## config.mk

```make
export PLATFORM = sky130hd
export DESIGN_NAME = sdspi_init_seq
export DESIGN_NICKNAME = d
export VERILOG_FILES = /design/src/rtl/sdspi_init_pkg.sv /design/src/rtl/sdspi_iter_ctr.sv /design/src/rtl/sdspi_gap_timer.sv /design/src/rtl/sdspi_init_seq.sv
export SDC_FILE = /design/constraint.sdc
export NUM_CORES = 1
export LEC_CHECK = 0
export BUFFER_PORTS_ARGS = -buffer_cell sky130_fd_sc_hd__buf_2
export CORE_MARGIN = 3
export CORE_UTILIZATION = 40
export DETAILED_ROUTE_END_ITERATION = 10
export PLACE_DENSITY = 0.64
export SLEW_MARGIN = 10
export SYNTH_ARGS = -nofsm -noshare
export SYNTH_HDL_FRONTEND = slang
export SYNTH_HIERARCHICAL = 1
export SYNTH_SLANG_ARGS = --single-unit
```

## constraint.sdc

```tcl
create_clock -name clk -period 6.9 [get_ports clk]
set_input_delay 2.07 -clock clk [delete_from_list [all_inputs] [get_ports clk]]
set_output_delay 2.07 -clock clk [all_outputs]
set_load 0.005 [all_outputs]
```

## src/rtl/sdspi_init_pkg.sv

```systemverilog
package sdspi_init_pkg;

    typedef enum logic [3:0] {
        ST_IDLE,
        ST_FILL,
        ST_RST,
        ST_IFC,
        ST_V1_APP,
        ST_V1_INIT,
        ST_V2_GAP,
        ST_V2_OCR,
        ST_V2_APP,
        ST_V2_INIT,
        ST_V2_OCR_FIN,
        ST_BLKLEN,
        ST_DONE,
        ST_FAIL
    } seq_state_t;

    typedef enum logic [1:0] {
        CARD_NONE = 2'd0,
        CARD_OLD  = 2'd1,
        CARD_NEW  = 2'd2
    } card_kind_t;

    typedef struct packed {
        logic [5:0]  idx;
        logic [31:0] arg;
        logic [7:0]  crc;
    } cmd_frame_t;

    localparam logic [7:0]  R1_IDLE_ONLY    = 8'h01;
    localparam logic [7:0]  R1_IDLE_ILLEGAL = 8'h05;
    localparam logic [7:0]  CRC_DEFAULT     = 8'h95;
    localparam logic [7:0]  CRC_IFCOND      = 8'h87;
    localparam logic [31:0] ARG_IFCOND      = 32'h0000_01AA;
    localparam logic [31:0] ARG_HCS         = 32'h4000_0000;
    localparam logic [31:0] ARG_BLOCK_LEN   = 32'd512;

    localparam logic [5:0] IDX_RESET   = 6'd0;
    localparam logic [5:0] IDX_IFCOND  = 6'd8;
    localparam logic [5:0] IDX_BLKLEN  = 6'd16;
    localparam logic [5:0] IDX_INIT    = 6'd41;
    localparam logic [5:0] IDX_APP     = 6'd55;
    localparam logic [5:0] IDX_OCR     = 6'd58;

    function automatic cmd_frame_t frame_for(seq_state_t s);
        cmd_frame_t f;
        f = '{idx: IDX_RESET, arg: 32'd0, crc: CRC_DEFAULT};
        case (s)
            ST_IFC:        f = '{idx: IDX_IFCOND, arg: ARG_IFCOND, crc: CRC_IFCOND};
            ST_V1_APP,
            ST_V2_APP:     f.idx = IDX_APP;
            ST_V1_INIT:    f.idx = IDX_INIT;
            ST_V2_INIT:    f = '{idx: IDX_INIT, arg: ARG_HCS, crc: CRC_DEFAULT};
            ST_V2_OCR,
            ST_V2_OCR_FIN: f.idx = IDX_OCR;
            ST_BLKLEN:     f = '{idx: IDX_BLKLEN, arg: ARG_BLOCK_LEN, crc: CRC_DEFAULT};
            default:       f = '{idx: IDX_RESET, arg: 32'd0, crc: CRC_DEFAULT};
        endcase
        return f;
    endfunction

    function automatic logic issues_cmd(seq_state_t s);
        return (s == ST_RST) || (s == ST_IFC) || (s == ST_V1_APP) ||
               (s == ST_V1_INIT) || (s == ST_V2_OCR) || (s == ST_V2_APP) ||
               (s == ST_V2_INIT) || (s == ST_V2_OCR_FIN) || (s == ST_BLKLEN);
    endfunction

endpackage

```

## src/rtl/sdspi_iter_ctr.sv

```systemverilog
module sdspi_iter_ctr #(
    parameter int LIMIT = 5000
) (
    input  logic clk,
    input  logic rst,
    input  logic clr,
    input  logic inc,
    output logic last
);
    localparam int W = (LIMIT > 1) ? $clog2(LIMIT) : 1;
    localparam logic [W-1:0] LAST_VAL = W'(LIMIT - 1);

    logic [W-1:0] cnt;

    assign last = (cnt == LAST_VAL);

    always_ff @(posedge clk) begin
        if (rst || clr) begin
            cnt <= '0;
        end else if (inc && !last) begin
            cnt <= cnt + 1'b1;
        end
    end


    iter_bound_chk: assert property (@(posedge clk) disable iff (rst)
        cnt <= LAST_VAL);

endmodule

```

## src/rtl/sdspi_gap_timer.sv

```systemverilog
module sdspi_gap_timer #(
    parameter int CYCLES = 1000
) (
    input  logic clk,
    input  logic rst,
    input  logic run,
    output logic expired
);
    localparam int W = (CYCLES > 1) ? $clog2(CYCLES) : 1;
    localparam logic [W-1:0] END_VAL = W'(CYCLES - 1);

    logic [W-1:0] cnt;

    assign expired = run && (cnt == END_VAL);

    always_ff @(posedge clk) begin
        if (rst || !run || expired) begin
            cnt <= '0;
        end else begin
            cnt <= cnt + 1'b1;
        end
    end


    gap_bound_chk: assert property (@(posedge clk) disable iff (rst)
        cnt <= END_VAL);

endmodule

```

## src/rtl/sdspi_init_seq.sv

```systemverilog
module sdspi_init_seq
    import sdspi_init_pkg::*;
#(
    parameter int FILL_BYTES = 16,
    parameter int MAX_ITER   = 5000,
    parameter int GAP_CYCLES = 1000
) (
    input  logic        clk,
    input  logic        rst,
    input  logic        start,
    output logic        fill_req,
    input  logic        fill_ack,
    output logic        req_valid,
    output logic [5:0]  req_idx,
    output logic [31:0] req_arg,
    output logic [7:0]  req_crc,
    input  logic        rsp_valid,
    input  logic        rsp_timeout,
    input  logic [7:0]  rsp_r1,
    output logic        clk_fast,
    output logic        done,
    output logic        fail,
    output logic [1:0]  card_type,
    output logic        byte_addr
);
    localparam int FW = (FILL_BYTES > 1) ? $clog2(FILL_BYTES) : 1;
    localparam logic [FW-1:0] FILL_LAST = FW'(FILL_BYTES - 1);

    seq_state_t state, state_nx;
    cmd_frame_t frame;
    logic [FW-1:0] fill_cnt;
    logic path_new;
    logic accept, reply_zero, reply_idle;
    logic init_miss, iter_last, gap_done;

    assign frame      = frame_for(state);
    assign req_valid  = issues_cmd(state);
    assign req_idx    = frame.idx;
    assign req_arg    = frame.arg;
    assign req_crc    = frame.crc;
    assign fill_req   = (state == ST_FILL);

    assign accept     = req_valid && rsp_valid;
    assign reply_zero = !rsp_timeout && (rsp_r1 == 8'h00);
    assign reply_idle = !rsp_timeout && (rsp_r1 == R1_IDLE_ONLY);
    assign init_miss  = accept && !reply_zero &&
                        ((state == ST_V1_INIT) || (state == ST_V2_INIT));

    sdspi_iter_ctr #(.LIMIT(MAX_ITER)) u_iter (
        .clk  (clk),
        .rst  (rst),
        .clr  (start),
        .inc  (init_miss),
        .last (iter_last)
    );

    sdspi_gap_timer #(.CYCLES(GAP_CYCLES)) u_gap (
        .clk     (clk),
        .rst     (rst),
        .run     (state == ST_V2_GAP),
        .expired (gap_done)
    );

    always_comb begin
        state_nx = state;
        case (state)
            ST_FILL:
                if (fill_ack && fill_cnt == FILL_LAST) state_nx = ST_RST;
            ST_RST:
                if (accept) state_nx = reply_idle ? ST_IFC : ST_FAIL;
            ST_IFC:
                if (accept) begin
                    if (reply_idle)
                        state_nx = ST_V2_GAP;
                    else if (!rsp_timeout && rsp_r1 == R1_IDLE_ILLEGAL)
                        state_nx = ST_V1_APP;
                    else
                        state_nx = ST_FAIL;
                end
            ST_V1_APP:
                if (accept) state_nx = ST_V1_INIT;
            ST_V1_INIT:
                if (accept) begin
                    if (reply_zero)     state_nx = ST_BLKLEN;
                    else if (iter_last) state_nx = ST_FAIL;
                    else                state_nx = ST_V1_APP;
                end
            ST_V2_GAP:
                if (gap_done) state_nx = ST_V2_OCR;
            ST_V2_OCR:
                if (accept) state_nx = ST_V2_APP;
            ST_V2_APP:
                if (accept) state_nx = ST_V2_INIT;
            ST_V2_INIT:
                if (accept) begin
                    if (reply_zero)     state_nx = ST_V2_OCR_FIN;
                    else if (iter_last) state_nx = ST_FAIL;
                    else                state_nx = ST_V2_GAP;
                end
            ST_V2_OCR_FIN:
                if (accept) state_nx = ST_BLKLEN;
            ST_BLKLEN:
                if (accept) state_nx = reply_zero ? ST_DONE : ST_FAIL;
            default: state_nx = state;
        endcase
        if (start) state_nx = ST_FILL;
    end

    always_ff @(posedge clk) begin
        if (rst) begin
            state    <= ST_IDLE;
            fill_cnt <= '0;
            path_new <= 1'b0;
            clk_fast <= 1'b0;
        end else begin
            state <= state_nx;
            if (start) begin
                fill_cnt <= '0;
                path_new <= 1'b0;
                clk_fast <= 1'b0;
            end else begin
                if (state == ST_FILL && fill_ack) fill_cnt <= fill_cnt + 1'b1;
                if (state == ST_IFC && accept) path_new <= reply_idle;
                if (state == ST_BLKLEN && accept && reply_zero) clk_fast <= 1'b1;
            end
        end
    end

    assign done      = (state == ST_DONE);
    assign fail      = (state == ST_FAIL);
    assign card_type = done ? (path_new ? CARD_NEW : CARD_OLD) : CARD_NONE;
    assign byte_addr = done && !path_new;


    start_clear_chk: assert property (@(posedge clk) disable iff (rst)
        start |=> (!done && !fail && !clk_fast));


    fill_excl_chk: assert property (@(posedge clk) disable iff (rst)
        !(fill_req && req_valid));


    req_hold_chk: assert property (@(posedge clk) disable iff (rst)
        (req_valid && !rsp_valid && !start) |=>
            (req_valid && $stable(req_idx) && $stable(req_arg) && $stable(req_crc)));


    done_fast_chk: assert property (@(posedge clk) disable iff (rst)
        done |-> clk_fast);


    done_cause_chk: assert property (@(posedge clk) disable iff (rst)
        $rose(done) |-> $past(req_valid && rsp_valid && !rsp_timeout &&
                              req_idx == IDX_BLKLEN && rsp_r1 == 8'h00));


    done_type_chk: assert property (@(posedge clk) disable iff (rst)
        done |-> (card_type == CARD_OLD || card_type == CARD_NEW));


    end_excl_chk: assert property (@(posedge clk) disable iff (rst)
        !(done && fail));

endmodule

```

# Yosys cells after proc, flatten, opt, wreduce, memory -nomap -nowiden
# Index checks and enable logic that the tools add are counted.
dict set report totals {
  out_inout_bits 54
  elab_cells 115
  reg_bits 33
  in_bits 14
}
dict set report classes {
  muxes 25
  eq_ne 40
  reduce_logical 40
  addsub 3
}
# operator count
set op_table {}
lappend op_table {{case mux 39 bit (3 select lines)} 1}
lappend op_table {{2-to-1 mux 4 bit} 18}
lappend op_table {{case mux 4 bit (11 select lines)} 1}
lappend op_table {{!= test 3 bit, second input constant} 10}
lappend op_table {{case mux 6 bit (5 select lines)} 1}
lappend op_table {{== test 4 bit, second input constant} 7}
lappend op_table {{AND reduction 12 bit} 2}
lappend op_table {{!= test 2 bit, second input constant} 10}
lappend op_table {{== test 4 x 3 -> 1 bit, second input constant} 4}
lappend op_table {{logical AND 1 bit} 14}
lappend op_table {{adder 13 x 1 -> 13 bit, second input constant} 1}
lappend op_table {{== test 13 bit, second input constant} 1}
lappend op_table {{logical OR 1 bit} 12}
lappend op_table {{nonzero test 12 bit} 1}
lappend op_table {{nonzero test 11 bit} 1}
lappend op_table {{adder 10 x 1 -> 10 bit, second input constant} 1}
lappend op_table {{== test 10 bit, second input constant} 1}
lappend op_table {{== test 4 x 2 -> 1 bit, second input constant} 2}
lappend op_table {{== test 8 x 1 -> 1 bit, second input constant} 1}
lappend op_table {{== test 8 x 3 -> 1 bit, second input constant} 1}
lappend op_table {{zero test 8 bit} 1}
lappend op_table {{OR reduction 2 bit} 4}
lappend op_table {{zero test 1 bit} 5}
lappend op_table {{adder 4 x 1 -> 4 bit, second input constant} 1}
lappend op_table {{5 further kinds} 7}

# Logic depth before layout (Yosys ltp)
# Gate-level depths: netlist of the first run.
dict set report logic_depth {
  ltp_word 13
  ltp_mapped 11
  ltp_nobuf 10
}

# By module
# Netlist of the first run, hierarchy kept.
# module seq_area_each_um2 cells_each area_per_inst_um2 n_inst
set by_module_without_submodules {}
lappend by_module_without_submodules {sdspi_init_seq 200.2 179 1282.5 1}
lappend by_module_without_submodules {sdspi_iter_ctr 260.2 83 713.2 1}
lappend by_module_without_submodules {sdspi_gap_timer 200.2 51 476.7 1}

# Least setup slack after synthesis of the first run
# No wires, ideal clock.
dict set report synth_path {
  kind {input to register}
  start {in rsp_r1[3]}
  end {reg u_iter.cnt[11]}
  setup_slack_ns 3.216
  t_required_ns 6.830
  path_stages 7
  arrival_time_ns 3.614
  setup_ns 0.070
  path_buffers 1
  cell_sequence {nor4_2 and3b_1 and4b_1 clkbuf_1 nand4_1 or4_1 a21oi_1}
}
dict set report synth_between {
  elab_chain_len 6
}
# item line_no
set synth_lines {}
lappend synth_lines {{start: declaration} sdspi_init_seq.sv:19} ;# input logic [7:0] rsp_r1,
lappend synth_lines {{zero test 8 bit} sdspi_init_seq.sv:44} ;# assign reply_zero = !rsp_timeout && (rsp_r1 == 8'h00);
lappend synth_lines {{logical AND 1 bit} sdspi_init_seq.sv:44}
lappend synth_lines {{zero test 1 bit} sdspi_init_seq.sv:46} ;# assign init_miss = accept && !reply_zero &&
lappend synth_lines {{logical AND 1 bit (2 in series)} sdspi_init_seq.sv:46}
lappend synth_lines {{named net init_miss} sdspi_init_seq.sv:34} ;# logic init_miss, iter_last, gap_done;
lappend synth_lines {{logical AND 1 bit} sdspi_iter_ctr.sv:20} ;# end else if (inc && !last) begin
lappend synth_lines {{end signal: assignment} sdspi_iter_ctr.sv:21} ;# cnt <= cnt + 1'b1;
lappend synth_lines {{end: declaration} sdspi_iter_ctr.sv:13} ;# logic [W-1:0] cnt;
# The timed path passes the listed nets, and every way through them passes these cells.
# A chain may end at the register's enable or synchronous reset.

# Worst setup path after layout of the first run
dict set report layout_path {
  start {reg state[3]}
  end {out req_idx[4]}
}
dict set report layout_between {
  elab_chain_len 3
  elab_cells_between_ends 12
  classes_between {eq/ne (8); mux (1); reduce/logical (3)}
}
# item line_no
set layout_lines {}
lappend layout_lines {{start: declaration} sdspi_init_seq.sv:29} ;# seq_state_t state, state_nx;
lappend layout_lines {{start signal: assignment} sdspi_init_seq.sv:116} ;# state <= state_nx;
lappend layout_lines {{== test 4 x 3 -> 1 bit or == test 4 bit (tied branches)} sdspi_init_pkg.sv:50} ;# case (s)
lappend layout_lines {{OR reduction 2 bit (on tied branches)} n/a}
lappend layout_lines {{case mux 6 bit (5 select lines) (*)} sdspi_init_pkg.sv:50}
lappend layout_lines {{end: declaration} sdspi_init_seq.sv:14} ;# output logic [5:0] req_idx,
# Every way passes the cells marked *; elsewhere a longest branch is shown, timed or not.

==> metrics.csv, run 1 <==
stage,metric,value,unit
floorplanning,Core Region,5960,µm²
detailed_routing,first-pass detailed-route iteration total,4,
global_routing,first-pass GRT wire length,8680,µm
logic_synthesis,Yosys warnings,6,
logic_synthesis,simple-gate area share of the yosys netlist,0.355,
placed_design,RD Place Congestion,0.912,
final_layout,Fill cells,608,
placed_design,cell total after placement,403,
logic_synthesis,adder-cell share of the synthesized area,0.0152,
clock_tree,count of hold-fix buffers inserted at cts,0,
timing,Final TNS setup,0,ps
floorplanning,initial core utilization,0.415,
timing,endpoints failing hold,0,
global_routing,via count of the first global-routing pass,1907,
logic_synthesis,most frequent cells after synthesis,"buf_4, nor2_1, dfxtp_1, a21oi_1, nand2_1",
floorplanning,total I/O pin count,68,
timing,pin slew with the least headroom to its limit,747,ps
pwr,Power Dens Cells,154,nW/µm²
logic_synthesis,Synth Area in XOR/XNOR,0.0319,
clock_tree,clock tree from TritonCTS,yes,
detailed_routing,final wirelength,5180,µm
critical_path,number of buffers and inverters on the critical path,1,
timing,final worst path period share,0.577,
timing,WHS,458,ps
pwr,static leakage,1.00,nW
logic_synthesis,most area-consuming cells after synthesis,"dfxtp_1, buf_4, nor2_1",
logic_synthesis,mean instance size in the synthesized netlist,7.90,µm²
clock_tree,CTS root buf,clkbuf_8,
logic_synthesis,Synth top area share,0.267,
detailed_routing,Avg Vias per Cell,5.36,
global_routing,overall fraction of global-route tracks in use,0.144,
logic_synthesis,most common flop cell mapped by yosys,dfxtp_1,
detailed_routing,WL per Instance,12.6,µm
logic_synthesis,dominant cell type by area after synthesis,dfxtp_1,
placed_design,quantity of I/O buffers inserted on ports,36,
detailed_routing,post-route antenna net violation count,0,
hold_path,class of the most critical hold timing path,reg2reg,
floorplanning,die outline height,84.6,µm
clock_tree,Max Buffers Root-to-Sink,2,
logic_synthesis,most frequent cell after synthesis,buf_4,
critical_path,nature of the critical path endpoint,primary output,
job,max_cap viols,0,
timing,Max Freq,0.251,GHz
critical_path,largest driver fanout on the critical path,19,
detailed_routing,iteration-0 DRC count of the detailed router,113,
logic_synthesis,count of state elements after synthesis,33,
logic_synthesis,combinational family with the most area after synthesis,simple AND/OR/NAND/NOR gates,
logic_synthesis,Synth cell types,65,
global_routing,antenna violations before repair,0,
logic_synthesis,share of async-settable or async-resettable flops after synthesis,0,
clock_tree,number of buffers inserted during clock tree synthesis,5,
final_layout,layout cells sized above 1,0.179,
logic_synthesis,number of enable flip-flop cells after synthesis,0,
placed_design,HPWL reported at the end of detailed placement,3910,µm
critical_path,kind of start point of the critical path,flip-flop,
detailed_routing,number of vias after detailed routing,2203,
logic_synthesis,compound-gate portion of the synthesized area,0.161,
timing,slew margin rel.,0.501,
timing,setup repair after global routing missed its margin,no,
clock_tree,# H-tree levels,2,
detailed_routing,Remaining DRCs,0,
logic_synthesis,number of instances in the synthesized netlist,313,
floorplanning,area of the die,7160,µm²
critical_path,delay contributed by the slowest stage of the critical path,720,ps
global_routing,pin count of the biggest net entering global routing,24,
critical_path,CP Data Arrival Time,1910,ps
clock_tree,setup repair bufs after CTS,0,
timing,final setup skew,7.28,ps
critical_path,required time of the critical path,4830,ps
outcome,result of the run,"finished, final reports clean",
floorplanning,Chip Width,84.6,µm
final_layout,final standard cell count with taps included and fillers excluded,411,
floorplanning,Cell Rows,28,
final_layout,Layout Nets,352,
logic_synthesis,sequential fraction of the synthesis area,0.267,
clock_tree,PostCTS Resize Cnt,0,
timing,number of setup violations in the final report,0,
clock_tree,count of clock tree sinks,33,
critical_path,cells along the critical path,nor2b_1 -> nor2_1 -> o22ai_1 -> or2_2 -> buf_2,
final_layout,n_diodes,0,
pwr,largest voltage drop on the vdd net,0.151,mV
global_routing,overall overflow remaining after global route,0,
timing,time the final worst path needs with I/O delays and setup,3980,ps
critical_path,Critical Path Slowest Stage Cell,dfxtp_1,
final_layout,synthesis-to-finish area growth,5.72,%
critical_path,cell type group with the largest total delay on the critical path,flip-flops,
clock_tree,insertion delay to the later sink of the worst-skew pair,280,ps
logic_synthesis,fraction of synthesized area in multiplexers,0.00810,
logic_synthesis,summed instance area of the synthesized netlist,2470,µm²
critical_path,type of the setup path with the least slack,reg2out,
timing,number of max-slew violations in the final report,0,
clock_tree,CTS clock-pin slew for the worst setup and hold paths,70,ps
[cell type report]
cell class	instances	area [µm²]	share of cell area
Clock buffer	7	86.3	0.0330
Clock inverter	1	30.0	0.0115
Inverter	9	33.8	0.0129
Multi-Input combinational cell	250	1530	0.585
Sequential cell	33	661	0.253
Tap cell	75	93.8	0.0359
Timing Repair Buffer	36	180	0.0689
[through the flow]
| stage | cell area (µm²) | worst slack, ps | power [mW] | util |
|---|---|---|---|---|
| 3_3_place_gp | 2500 | 3050 | 0.218 | 0.419 |
| 3_5_place_dp | 2500 | 2990 | 0.219 | 0.419 |
| 4_1_cts | 2610 | 2960 | 0.408 | 0.439 |
| 2_1_floorplan | 2580 | 3220 | 0.223 | - |
| 6_report | 2610 | 2920 | 0.403 | 0.439 |
| 5_1_grt | 2610 | 2800 | 0.419 | 0.439 |
[placed cells by master, fill, tap and decap left out, types with 6 or more instances in the layout]
cell type / instances
inv_1: 9
nor2_1: 34
o21ai_0: 10
buf_2: 36
or4_1: 7
nand2b_1: 7
dfxtp_1: 33
conb_1: 31
clkbuf_8: 6
a21oi_1: 17
nand2_1: 15
xnor2_1: 7
nor3_1: 10
nand3_1: 14
nand4_1: 11
[final timing paths]
path / from / to / slack, ps / depth (start not counted)
min: u_gap/cnt[0] / u_gap/cnt[0] / 460 / 1
max reg2reg: state[3] / u_iter/cnt[12] / 4030 / 7
max: state[3] / req_idx[4] / 2920 / 5
min reg2reg: u_gap/cnt[0] / u_gap/cnt[0] / 460 / 1
[sequential cells by signal, indices dropped and copies added, names as in the netlist]
signal	count
u_gap/cnt	10
state	4
clk_fast	1
fill_cnt	4
u_iter/cnt	13
path_new	1
[per-layer routing]
metal  wire (µm)  global-route usage  up-vias
met2        2510               0.240       61
met5           0                   0        -
met1        2300               0.184     1026
met3         306              0.0343        6
li1            -                   -     1110
met4          61              0.0460        0
[cell families (layout without fill, tap and decap cells)]
logic type / after synthesis / after routing
and+or+nand+nor: 144 / 144
AOI/OAI and AO/OA: 61 / 61
buffers and inverters: 59 / 53
DFF: 33 / 33
xor gates and xnor gates: 9 / 9
adders and majority gates: 3 / 3
other: 2 / 31
muxes: 2 / 2
[where the power goes]
group          leakage, nW  internal (mW)  switching (mW)
Clock               0.0585          0.118          0.0704
Combinational        0.680        0.00703          0.0141
Sequential           0.266          0.191         0.00277
Power figures use the tool's default switching activity.
==> run 2, diff against run 1 <==
PLACE_DENSITY = 0.66   (was 0.64)
clock period = 3.6 ns   (was 6.9 ns; I/O delays follow)
==> metrics.csv, run 2 (same netlist as run 1, synthesis figures left out) <==
stage,metric,value,unit,change
timing,WHS,453,ps,-4.97 ps
hold_path,hold path start,u_gap/cnt[0],,
final_layout,Largest Register,u_iter/cnt,,
critical_path,Crit. Startpoint,state[2],,
timing,Final TNS setup,0,ps,unchanged
clock_tree,Max Buffers Root-to-Sink,2,,unchanged
hold_path,Min-Delay Path Depth,1,,unchanged
detailed_routing,post-route antenna net violation count,0,,unchanged
timing,endpoints failing hold,0,,unchanged
final_layout,Fill cells,588,,-3.3%
detailed_routing,Remaining DRCs,0,,unchanged
timing,Max Freq,0.335,GHz,
pwr,static leakage,1.01,nW,+1.0%
critical_path,cells along the critical path,nor2b_1 -> nor2_1 -> o22ai_1 -> or2_2 -> buf_2,,
critical_path,required time of the critical path,2520,ps,-2310 ps
detailed_routing,WL per Instance,12.6,µm,-0.10%
critical_path,Worst R2R Path Depth,10,,+3
timing,number of max-slew violations in the final report,0,,unchanged
floorplanning,initial core utilization,0.415,,unchanged
clock_tree,clock tree from TritonCTS,yes,,
critical_path,largest driver fanout on the critical path,19,,unchanged
final_layout,leading registers by flop count,"u_iter/cnt: 13 flops, u_gap/cnt: 10 flops",,
timing,setup repair after global routing missed its margin,no,,
placed_design,HPWL reported at the end of detailed placement,3940,µm,+0.82%
pwr,Power Dens Cells,293,nW/µm²,+90%
critical_path,CP Data Arrival Time,1900,ps,about the same
placed_design,DP Area,2510,µm²,+0.60%
critical_path,nature of the critical path endpoint,primary output,,
final_layout,"most common cell after layout, fill and taps aside",buf_2,,
timing,final setup skew,6.16,ps,-1.12 ps
global_routing,first-pass GRT wire length,8550,µm,-1.5%
placed_design,quantity of I/O buffers inserted on ports,36,,unchanged
clock_tree,CTS clock-pin slew for the worst setup and hold paths,70,ps,about the same
pwr,largest voltage drop on the vdd net,0.223,mV,+48%
detailed_routing,number of vias after detailed routing,2233,,+1.4%
global_routing,overall fraction of global-route tracks in use,0.141,,-0.00312
clock_tree,setup repair bufs after CTS,0,,unchanged
critical_path,capturing element of the worst setup path,req_idx[4],,
clock_tree,insertion delay to the later sink of the worst-skew pair,280,ps,about the same
critical_path,delay contributed by the slowest stage of the critical path,710,ps,about the same
timing,final worst path period share,0.829,,
critical_path,type of the setup path with the least slack,reg2out,,
final_layout,number of flip-flops in the largest register,13,,unchanged
clock_tree,CTS root buf,clkbuf_8,,
critical_path,Reg-to-Reg Start,state[1],,
final_layout,synthesis-to-finish area growth,6.33,%,
global_routing,overall overflow remaining after global route,0,,unchanged
clock_tree,count of hold-fix buffers inserted at cts,0,,unchanged
final_layout,n_diodes,0,,unchanged
clock_tree,number of buffers inserted during clock tree synthesis,5,,unchanged
clock_tree,# H-tree levels,2,,unchanged
detailed_routing,final wirelength,5200,µm,+0.39%
global_routing,via count of the first global-routing pass,1951,,+2.3%
timing,slew margin rel.,0.546,,+0.0449
floorplanning,area of the die,7160,µm²,unchanged
final_layout,"commonest non-fill, non-tap cells in the layout","buf_2, nor2_1, dfxtp_1, conb_1, a21oi_1",,
clock_tree,count of clock tree sinks,33,,unchanged
critical_path,Critical Path Slowest Stage Cell,dfxtp_1,,
critical_path,flop2flop setup slack,880,ps,-3150 ps
hold_path,class of the most critical hold timing path,reg2reg,,
final_layout,layout cells sized above 1,0.183,,+0.00486
global_routing,antenna violations before repair,0,,unchanged
critical_path,FF-to-FF End,state[0],,
floorplanning,die outline height,84.6,µm,unchanged
timing,pin slew with the least headroom to its limit,680,ps,-67.2 ps
critical_path,kind of start point of the critical path,flip-flop,,
clock_tree,PostCTS Resize Cnt,0,,unchanged
final_layout,Layout Nets,354,,+0.57%
detailed_routing,Avg Vias per Cell,5.41,,+0.87%
outcome,result of the run,"finished, final reports clean",,
final_layout,final design area excluding fillers,2630,µm²,+0.57%
timing,time the final worst path needs with I/O delays and setup,2980,ps,
global_routing,pin count of the biggest net entering global routing,22,,-8.3%
detailed_routing,iteration-0 DRC count of the detailed router,90,,-20%
placed_design,RD Place Congestion,0.879,,-3.6%
timing,number of setup violations in the final report,0,,unchanged
floorplanning,Core Region,5960,µm²,unchanged
floorplanning,Chip Width,84.6,µm,unchanged
job,max_cap viols,0,,unchanged
floorplanning,Cell Rows,28,,unchanged
floorplanning,total I/O pin count,68,,unchanged
detailed_routing,first-pass detailed-route iteration total,4,,unchanged
## run 2: worst max-delay path: cells and delay by family, from the launching register on
| family | cells | cell delay [ps] |
|---|---|---|
| compound gates | 1 | 100 |
| buf+inv | 1 | 130 |
| flops | 1 | 710 |
| simple gates | 3 | 680 |
## run 2: power breakdown
part	switching, mW	total [mW]	internal, mW
sequential	0.00361	0.370	0.366
combinational	0.0290	0.0434	0.0144
clock	0.132	0.358	0.226
total	0.165	0.771	0.606
## run 2: worst min path at each step
stage                         to  slack [ps]
finish              u_gap/cnt[0]         450
global placement    u_gap/cnt[0]         430
detailed placement  u_gap/cnt[0]         440
floorplan           u_gap/cnt[0]         420
global route        u_gap/cnt[0]         490
CTS                 u_gap/cnt[0]         460
## run 2: through the flow
| stage | worst slack [ps] | std cells | utilization | power (mW) |
|---|---|---|---|---|
| 5_1_grt | 513 | 413 | 0.441 | 0.799 |
| 3_3_place_gp | 744 | 405 | 0.422 | 0.420 |
| 3_5_place_dp | 690 | 405 | 0.422 | 0.420 |
| 2_1_floorplan | 906 | 342 | - | 0.428 |
| 4_1_cts | 641 | 413 | 0.441 | 0.779 |
| 6_report | 617 | 413 | 0.441 | 0.771 |
## run 2: cell type report
type                       instances  area [µm²]  area share
multi-input combinational        250        1530       0.582
sequential                        33         661       0.251
timing repair buffer              38         195      0.0743
tap                               75        93.8      0.0357
clock buffer                       7        86.3      0.0328
inverter                           9        33.8      0.0129
clock inverter                     1        30.0      0.0114
## run 2: metal layers
| layer | part of all wire | track usage | vias to the layer above | routed length [µm] |
|---|---|---|---|---|
| met2 | 0.50 | 0.236 | 49 | 2580 |
| met4 | 0.0075 | 0.0446 | 0 | 39 |
| met1 | 0.46 | 0.183 | 1066 | 2380 |
| met5 | 0 | 0 | - | 0 |
| met3 | 0.037 | 0.0265 | 2 | 194 |
| li1 | - | - | 1116 | - |
==> run 3, diff against run 2 <==
clock period = 2.6 ns   (was 3.6 ns; I/O delays follow)
==> metrics.csv, run 3 (same netlist as run 1, synthesis figures left out) <==
stage,metric,value,unit,change
hold_path,class of the most critical hold timing path,reg2reg,,
final_layout,"most common cell after layout, fill and taps aside",buf_2,,
final_layout,number of flip-flops in the largest register,13,,unchanged
final_layout,"commonest non-fill, non-tap cells in the layout","buf_2, nor2_1, dfxtp_1, conb_1, a21oi_1",,
clock_tree,clock tree from TritonCTS,yes,,
timing,final worst path period share,0.929,,
floorplanning,Core Region,5960,µm²,unchanged
final_layout,Fill cells,608,,+3.4%
hold_path,Min-Delay Path Depth,1,,unchanged
pwr,net switching share of the total power,0.239,,+0.0253
final_layout,Layout Nets,362,,+2.3%
timing,slew margin rel.,0.658,,+0.112
pwr,Clk pwr share,0.432,,-0.032
global_routing,first-pass GRT wire length,9140,µm,+6.9%
global_routing,via count of the first global-routing pass,1986,,+1.8%
floorplanning,area of the die,7160,µm²,unchanged
clock_tree,PostCTS Resize Cnt,0,,unchanged
timing,pin slew with the least headroom to its limit,509,ps,-171 ps
job,max_cap viols,0,,unchanged
detailed_routing,first-pass detailed-route iteration total,4,,unchanged
detailed_routing,post-route antenna net violation count,0,,unchanged
critical_path,CP Data Arrival Time,1640,ps,-260 ps
final_layout,layout cells sized above 1,0.205,,+0.0218
final_layout,final core utilization,0.449,,+0.00756
final_layout,n_diodes,0,,unchanged
timing,endpoints failing hold,0,,unchanged
critical_path,Worst R2R Path Depth,10,,unchanged
timing,number of setup violations in the final report,0,,unchanged
outcome,result of the run,"finished, final reports clean",,
clock_tree,count of hold-fix buffers inserted at cts,0,,unchanged
critical_path,nature of the critical path endpoint,primary output,,
floorplanning,die outline height,84.6,µm,unchanged
clock_tree,CTS root buf,clkbuf_8,,
floorplanning,total I/O pin count,68,,unchanged
clock_tree,Max Buffers Root-to-Sink,2,,unchanged
timing,Final TNS setup,0,ps,unchanged
clock_tree,insertion delay to the later sink of the worst-skew pair,290,ps,about the same
final_layout,final standard cell count with taps included and fillers excluded,421,,+1.9%
clock_tree,# H-tree levels,2,,unchanged
placed_design,quantity of I/O buffers inserted on ports,36,,unchanged
timing,time the final worst path needs with I/O delays and setup,2420,ps,
pwr,largest voltage drop on the vdd net,0.211,mV,-5.5%
timing,number of max-slew violations in the final report,0,,unchanged
critical_path,type of the setup path with the least slack,reg2out,,
floorplanning,Cell Rows,28,,unchanged
pwr,net switching power figure,0.241,mW,+46%
critical_path,kind of start point of the critical path,flip-flop,,
final_layout,leading registers by flop count,"u_iter/cnt: 13 flops, u_gap/cnt: 10 flops",,
pwr,sequential group share of total power,0.505,,+0.026
final_layout,Largest Register,u_iter/cnt,,
pwr,Power Dens Cells,377,nW/µm²,+29%
clock_tree,number of buffers inserted during clock tree synthesis,5,,unchanged
timing,Max Freq,0.414,GHz,
placed_design,RD Place Congestion,0.855,,-2.7%
floorplanning,initial core utilization,0.415,,unchanged
placed_design,cell total after placement,413,,+2.0%
timing,setup repair after global routing missed its margin,no,,
clock_tree,count of clock tree sinks,33,,unchanged
critical_path,largest driver fanout on the critical path,10,,-9
detailed_routing,final wirelength,5430,µm,+4.4%
clock_tree,CTS clock-pin slew for the worst setup and hold paths,70,ps,about the same
pwr,Internal Power,0.767,mW,+27%
global_routing,antenna violations before repair,0,,unchanged
detailed_routing,iteration-0 DRC count of the detailed router,102,,+13%
detailed_routing,WL per Instance,12.9,µm,+2.4%
detailed_routing,number of vias after detailed routing,2254,,+0.94%
final_layout,Sequential Area,661,µm²,unchanged
global_routing,overall fraction of global-route tracks in use,0.154,,+0.0125
detailed_routing,Avg Vias per Cell,5.35,,-0.98%
detailed_routing,Remaining DRCs,0,,unchanged
final_layout,area of combinational cells with multiple inputs,1530,µm²,unchanged
global_routing,pin count of the biggest net entering global routing,13,,-41%
pwr,combinational group share of total power,0.063,,+0.007
placed_design,HPWL reported at the end of detailed placement,4150,µm,+5.2%
clock_tree,setup repair bufs after CTS,0,,unchanged
global_routing,overall overflow remaining after global route,0,,unchanged
floorplanning,Chip Width,84.6,µm,unchanged
critical_path,required time of the critical path,1820,ps,-700 ps
timing,final setup skew,8.05,ps,+1.89 ps
pwr,static leakage,1.05,nW,+3.8%
final_layout,synthesis-to-finish area growth,8.15,%,
-- run 3: cell count changes in the layout (fill, tap and decap cells not counted) --
cell	before	now
buf_4	2	10
bufinv_16	1	0
clkbuf_1	1	0
clkbuf_8	6	7
clkinv_2	0	1
-- run 3: layout make-up --
cell class / count / area share
Clock inverter: 1 / 0.00187
Inverter: 9 / 0.0126
Sequential cell: 33 / 0.247
Multi-Input combinational cell: 250 / 0.572
Tap cell: 75 / 0.0351
Timing Repair Buffer: 46 / 0.0955
Clock buffer: 7 / 0.0360
-- run 3: final timing paths --
kind	start	to	slack (ps)
hold / removal	u_gap/cnt[0]	u_gap/cnt[0]	450
hold reg to reg	u_gap/cnt[0]	u_gap/cnt[0]	450
setup reg to reg	state[1]	state[3]	200
setup / recovery	state[2]	req_idx[4]	180
-- run 3: power by group through the flow --
| stage | combinational [mW] | sequential (mW) | clock (mW) |
|---|---|---|---|
| 6_report | 0.0635 | 0.510 | 0.435 |
| 5_1_grt | 0.0717 | 0.510 | 0.475 |
| 4_1_cts | 0.0624 | 0.510 | 0.451 |
| 3_5_place_dp | 0.0624 | 0.522 | 0 |
| 3_3_place_gp | 0.0613 | 0.522 | 0 |
| 2_1_floorplan | 0.0726 | 0.520 | 0 |
-- run 3: critical path, stage by stage (launching register included) --
cell and delay, ps:
dfxtp_1 350, buf_4 170, nand2b_1 270, nor2_1 140
or2_2 300, buf_2 130
-- run 3: per-layer routing --
layer	global-route usage	up-vias	part of all wire
met5	0	-	0
met4	0.0676	0	0.020
li1	-	1129	-
met3	0.0294	10	0.041
met2	0.244	55	0.48
met1	0.202	1060	0.46
-- run 3: through the flow --
step | worst slack (ps) | hold WS (ps) | total power, mW | area [µm²]
floorplan | 206 | 418 | 0.592 | 2580
global placement | 230 | 427 | 0.583 | 2570
detailed placement | 180 | 446 | 0.584 | 2570
CTS | 173 | 456 | 1.02 | 2670
global route | 16.7 | 495 | 1.06 | 2670
finish | 184 | 454 | 1.01 | 2670
